<file path="src/rtl/pipe_hazard_ctl.sv">
module pipe_hazard_ctl #(
  parameter int REG_W   = 5,
  parameter bit FORWARD = 1'b0,
  parameter bit PREDICT = 1'b0
) (
  input  logic             clk,
  input  logic             rst_n,
  input  logic             id_valid,
  input  logic [REG_W-1:0] id_src_a,
  input  logic [REG_W-1:0] id_src_b,
  input  logic             id_branch,
  input  logic             ex_wr,
  input  logic [REG_W-1:0] ex_dst,
  input  logic             ex_load,
  input  logic             ex_branch,
  input  logic             ex_taken,
  input  logic             ex_guess,
  input  logic             mem_wr,
  input  logic [REG_W-1:0] mem_dst,
  input  logic             wb_wr,
  input  logic [REG_W-1:0] wb_dst,
  output logic             pc_hold,
  output logic             id_hold,
  output logic             ex_bubble,
  output logic             if_flush,
  output logic             id_flush,
  output logic             redirect,
  output logic [1:0]       byp_a,
  output logic [1:0]       byp_b
);
  localparam logic [1:0] BYP_FILE = 2'd0;
  localparam logic [1:0] BYP_MEM  = 2'd1;
  localparam logic [1:0] BYP_WB   = 2'd2;
  localparam logic [1:0] BYP_RET  = 2'd3;

  function automatic logic hit(input logic wr, input logic [REG_W-1:0] dst,
                               input logic [REG_W-1:0] src);
    return wr && (src != '0) && (dst == src);
  endfunction

  // h = {wb, mem, ex}; youngest producer wins
  function automatic logic [1:0] pick(input logic [2:0] h);
    if (h[0])      return BYP_MEM;
    else if (h[1]) return BYP_WB;
    else if (h[2]) return BYP_RET;
    else           return BYP_FILE;
  endfunction

  logic [2:0] hit_a, hit_b;
  logic       data_hz, mispredict, br_wait;

  assign hit_a = {hit(wb_wr, wb_dst, id_src_a), hit(mem_wr, mem_dst, id_src_a),
                  hit(ex_wr, ex_dst, id_src_a)};
  assign hit_b = {hit(wb_wr, wb_dst, id_src_b), hit(mem_wr, mem_dst, id_src_b),
                  hit(ex_wr, ex_dst, id_src_b)};

  generate
    if (FORWARD) begin : g_fwd
      assign data_hz = id_valid && ex_load && (hit_a[0] || hit_b[0]);
    end else begin : g_interlock
      assign data_hz = id_valid && ((|hit_a) || (|hit_b));
    end

    if (PREDICT) begin : g_guess
      assign mispredict = ex_branch && (ex_taken != ex_guess);
      assign br_wait    = 1'b0;
    end else begin : g_block
      assign mispredict = ex_branch && ex_taken;
      assign br_wait    = id_valid && id_branch;
    end
  endgenerate

  logic spare_unused;
  assign spare_unused = ^{ex_load, ex_guess, id_branch};

  assign redirect  = mispredict;
  assign id_flush  = mispredict;
  assign id_hold   = data_hz && !mispredict;
  assign ex_bubble = id_hold || mispredict;
  assign pc_hold   = (id_hold || br_wait) && !mispredict;
  assign if_flush  = mispredict || (br_wait && !id_hold);

  always_ff @(posedge clk or negedge rst_n) begin
    if (!rst_n) begin
      byp_a <= BYP_FILE;
      byp_b <= BYP_FILE;
    end else if (ex_bubble || !id_valid || !FORWARD) begin
      byp_a <= BYP_FILE;
      byp_b <= BYP_FILE;
    end else begin
      byp_a <= pick(hit_a);
      byp_b <= pick(hit_b);
    end
  end
endmodule

</file>
<file path="config.mk">
export PLATFORM = sky130hd
export DESIGN_NAME = pipe_hazard_ctl
export DESIGN_NICKNAME = d
export VERILOG_FILES = /design/src/rtl/pipe_hazard_ctl.sv
export SDC_FILE = /design/constraint.sdc
export NUM_CORES = 1
export LEC_CHECK = 0
export ABC_AREA = 1
export CAP_MARGIN = 20
export CORE_AREA = 2 2 47 49
export DETAILED_ROUTE_END_ITERATION = 16
export DIE_AREA = 0 0 49 51
export GPL_TIMING_DRIVEN = 1
export PLACE_DENSITY = 0.89
export SETUP_SLACK_MARGIN = 0.15
export SLEW_MARGIN = 20
export SYNTH_ARGS = -nofsm -noshare
export SYNTH_HDL_FRONTEND = slang
export SYNTH_SLANG_ARGS = --single-unit
</file>
<file path="constraint.sdc">
create_clock -name clk -period 0.85 [get_ports clk]
set_clock_uncertainty 0.1 [all_clocks]
set_input_delay 0.085 -clock clk [delete_from_list [all_inputs] [get_ports clk]]
set_output_delay 0.085 -clock clk [all_outputs]
set_load 0.1 [all_outputs]
</file>
==> After elaboration in Yosys (flattened, before gate mapping) <==
Cells that the tools add are included.
{ "word_totals": {"input_bits": 36, "register_bits": 0} }
{ "classes": {"n_reduce_logical": 28, "n_eq_ne": 6} }
{ "op_table": {"columns": ["op", "count"], "rows": [
  ["$eq 5x5->1", 6],
  ["$logic_and 1x1->1", 18],
  ["$reduce_bool 5->1", 2],
  ["$reduce_or 3->1", 2],
  ["$logic_or 1x1->1", 4],
  ["$logic_not 1->1", 2]
]} }

==> Longest topological paths before layout <==
{ "logic_depth": {"ltp_word": 10, "ltp_mapped": 10} }

==> Least setup slack after synthesis <==
OpenSTA, ideal clock, no wires.
{ "synth_timing": {"path_type": "input-to-output", "from": "in id_src_a[4]", "to": "out if_flush", "cell_stages": 9, "slack_ns": -2.011, "n_path_buf": 0, "arrival_time_ns": 2.676, "t_required_ns": 0.665, "path_cell_list": "inv_1 > nand2_1 > nand2_1 > nor2_1 > nand3_1 > nand3_1 > nand2_1 > nand2_2 > o21ai_0"} }
{ "synth_between": {"elab_chain_cells": 10, "elab_cells_between_ends": 17, "classes_between": "3 x eq/ne; 14 x reduce/logical"} }
{ "synth_rtl": {"columns": ["item", "line", "source"], "rows": [
  ["start, declared", "9", "input logic [REG_W-1:0] id_src_a,"],
  ["$reduce_bool 5->1", "38", "return wr && (src != '0) && (dst == src);"],
  ["$logic_and 1x1->1 (2 in a row)", "38", null],
  ["$reduce_or 3->1 *", "61", "assign data_hz = id_valid && ((|hit_a) || (|hit_b));"],
  ["$logic_or 1x1->1 *", "61", null],
  ["$logic_and 1x1->1 *", "61", null],
  ["$logic_and 1x1->1 *", "78", "assign id_hold = data_hz && !mispredict;"],
  ["$logic_not 1->1 *", "81", "assign if_flush = mispredict || (br_wait && !id_hold);"],
  ["$logic_and 1x1->1 *", "81", null],
  ["$logic_or 1x1->1 *", "81", null],
  ["end, declared", "25", "output logic if_flush,"]
]} }
Every way passes the cells marked *; elsewhere a longest branch is shown, timed or not.

==> Worst setup path after layout <==
{ "layout_timing": {"from": "in ex_dst[2]", "to": "out pc_hold"} }
{ "layout_between": {"elab_chain_cells": 8, "elab_cells_between_ends": 11, "classes_between": "2 x eq/ne; 9 x reduce/logical"} }
{ "layout_rtl": {"columns": ["item", "line", "source"], "rows": [
  ["start, declared", "13", "input logic [REG_W-1:0] ex_dst,"],
  ["$eq 5x5->1", "38", null],
  ["$logic_and 1x1->1", "38", null],
  ["$reduce_or 3->1", "61", null],
  ["$logic_or 1x1->1 *", "61", null],
  ["$logic_and 1x1->1 *", "61", null],
  ["$logic_and 1x1->1 *", "78", null],
  ["$logic_or 1x1->1 *", "80", "assign pc_hold = (id_hold || br_wait) && !mispredict;"],
  ["$logic_and 1x1->1 *", "80", null],
  ["end, declared", "22", "output logic pc_hold,"]
]} }
Marked as above.

==> impl_metrics.py <==
metrics = {
    "run_status": {
        "status": "finished, violations left",
        "violations": "negative setup slack",
    },
    "sta": {
        "hold_violations": 0,
        "fin_ws_ps": -619,
        "fin_crit_sh": 1.73,
        "rsz0062_at_grt": "yes",
        "min_period_ps": 1470,
        "maxSlewViolCount": 0,
        "final-setup-viol-count": 6,
        "fin_hold_ws_ps": 485,
        "fmax_mhz": 681,
    },
    "global_routing": {
        "grt_overflow": 0,
        "antenna_found_initial": 0,
        "grt_usage": 0.197,
        "grt_pass1_wl_um": 3990,
        "grt_pass1_vias": 931,
        "grt_max_degree": 7,
    },
    "layout": {
        "seq_cells": 0,
        "fillers": 197,
        "fin_nets": 242,
        "ff_latch_area_um2": 0,
        "stdcell_count": 232,
        "diodes": 0,
        "clock_buffers": 0,
        "area_growth_pct": 101,
        "drive_above_1_share": 0.426,
    },
    "place": {
        "io_buffers": 38,
        "dp_hpwl_um": 1900,
        "gp_congestion": 0.896,
        "place_inst": 231,
    },
    "pwr": {
        "p_sw_w": 0.000538,
        "p_per_area_nw_per_um2": 700,
        "p_seq_frac": 0,
        "p_clk_frac": 0,
        "p_leak_nw": 0.730,
        "vdd_ir_drop_max_mv": 0.459,
        "power_frac_comb": 1.000,
        "swShare": 0.601,
        "p_int_w": 0.000357,
        "fin_total_pwr_w": 0.000896,
    },
    "critical_path": {
        "critical_path_class": "in -> out",
        "slowest_stage": "buf_12",
        "critical_path.startpoint_type": "primary input",
        "cp_num_buf_inv": 3,
        "worstPathMaxFanout": 3,
        "crit_path_max_incr_delay_ps": 190,
        "worstSetupEndpointType": "output port",
        "cp_data_required_time_ps": 660,
        "arrival_ps": 1280,
        "crit_chain": "buf_6 > buf_6 > nand2_2 > nand2_1 > nor2_1 > nand3_1 > nand3_1 > nand2_1 > nand2_2 > nand2_4 > a21oi_4 > buf_12",
        "cp_top_family": "simple AND/OR/NAND/NOR gates",
    },
    "die": {
        "initial_core_util": 0.309,
        "dieArea_um2": 2500,
        "io_pins": 46,
        "dieWidth_um": 49,
        "die_y_um": 51,
        "rows": 17,
        "core_region_area_um2": 2060,
    },
    "detailed_routing": {
        "drt_iter0_drc": 27,
        "via_count": 1062,
        "ant_nets": 0,
        "vias_per_cell": 4.58,
        "wl_per_cell_um": 10.6,
        "drc": 0,
        "firstDrtPassIters": 4,
        "routed_wl_um": 2460,
    },
    "synth": {
        "synth.distinct_cells": 12,
        "avgSynthCellArea_um2": 4.08,
        "yosysMostFrequentCell": "nand2_1",
        "synth_cells": 156,
        "synth_top_area_frac": 0.466,
        "syn_area_um2": 637,
        "synthTopCellsByCount": "79 x nand2_1, 25 x nor2_1, 17 x inv_1",
        "yosysSeqAreaShare": 0,
        "synth_largest_area_cell": "nand2_1",
        "synthTopCellsByArea": "nand2_1 47%, nor2_1 15%, inv_1 10%, nand3_1 7.9%, buf_4 5.9%",
        "ys_warn_count": 0,
    },
    "clock_tree": {
        "postCtsHoldBufs": 0,
    },
    "worst_hold_path": {
        "min_path_type": "in -> out",
    },
    "job": {
        "drv_cap": 0,
    },
}
[cell usage in the layout (no fill, tap or decap)]
master	instances
buf_4	12
nand3_1	10
inv_1	3
nand2_4	1
nor2_1	21
nand2_8	1
o21ai_2	1
a21oi_4	1
buf_6	16
conb_1	4
o21ai_1	4
nand2_2	9
clkdlybuf4s50_1	2
o21ai_4	1
buf_8	3
nor3_2	2
buf_2	8
buf_12	6
clkinvlp_4	1
inv_2	15
nand2_1	70
nor2_2	3
nor2_4	1
inv_4	6
clkdlybuf4s15_1	3
[cells by family (layout without fill, tap and decap cells)]
group / after synthesis / count (layout) / share of synthesized area
and+or+nand+nor: 118 / 118 / 0.727
buffers and inverters: 30 / 75 / 0.206
AOI/OAI and AO/OA: 7 / 7 / 0.0609
other: 1 / 4 / 0.00589
[layer usage]
metal,vias up,global-route usage,share of wire
met5,-,0,0
met4,0,0.0238,0.022
met3,6,0.0117,0.064
met2,56,0.384,0.52
met1,448,0.242,0.39
li1,552,-,-
[worst paths after layout]
path  startpoint   endpoint  cells past startpoint
max    ex_dst[2]    pc_hold                     12
min    ex_branch  ex_bubble                      4
[final cells by class]
class | instances | area, um^2 | area share
tap | 28 | 35.0 | 0.0274
multi-input combinational | 129 | 606 | 0.474
timing repair buffer | 50 | 526 | 0.411
inverter | 25 | 113 | 0.0881
[worst min-delay path: cells and delay by family]
kind | cells | cell delay (ps)
buffers and inverters | 2 | 270
AND/OR/NAND/NOR | 2 | 130
[stage by stage]
| step | utilization | area (um^2) | worst slack [ps] | TNS, ps |
|---|---|---|---|---|
| 6_report | 0.620 | 1280 | -619 | -2480 |
| 2_1_floorplan | - | 694 | -697 | -2870 |
| 3_3_place_gp | 0.589 | 1210 | -1010 | -4890 |
| 3_5_place_dp | 0.589 | 1210 | -1040 | -5030 |
| 4_1_cts | 0.589 | 1210 | -579 | -2570 |
| 5_1_grt | 0.620 | 1280 | -653 | -2660 |
[timing repair]
action / 4_1_cts / 5_1_grt
pin swaps: 38 / 20
setup buffers: 1 / 0
endpoints found under the setup margin: 6 / 6
resized for setup: 160 / 28
[power groups by stage]
stage                     logic, W  clock network, W  registers [W]
after floorplan           0.000475                 0              0
after global placement    0.000827                 0              0
after detailed placement  0.000834                 0              0
after CTS                 0.000846                 0              0
after global routing      0.000956                 0              0
final                     0.000896                 0              0
(Power assumes the default switching activity.)
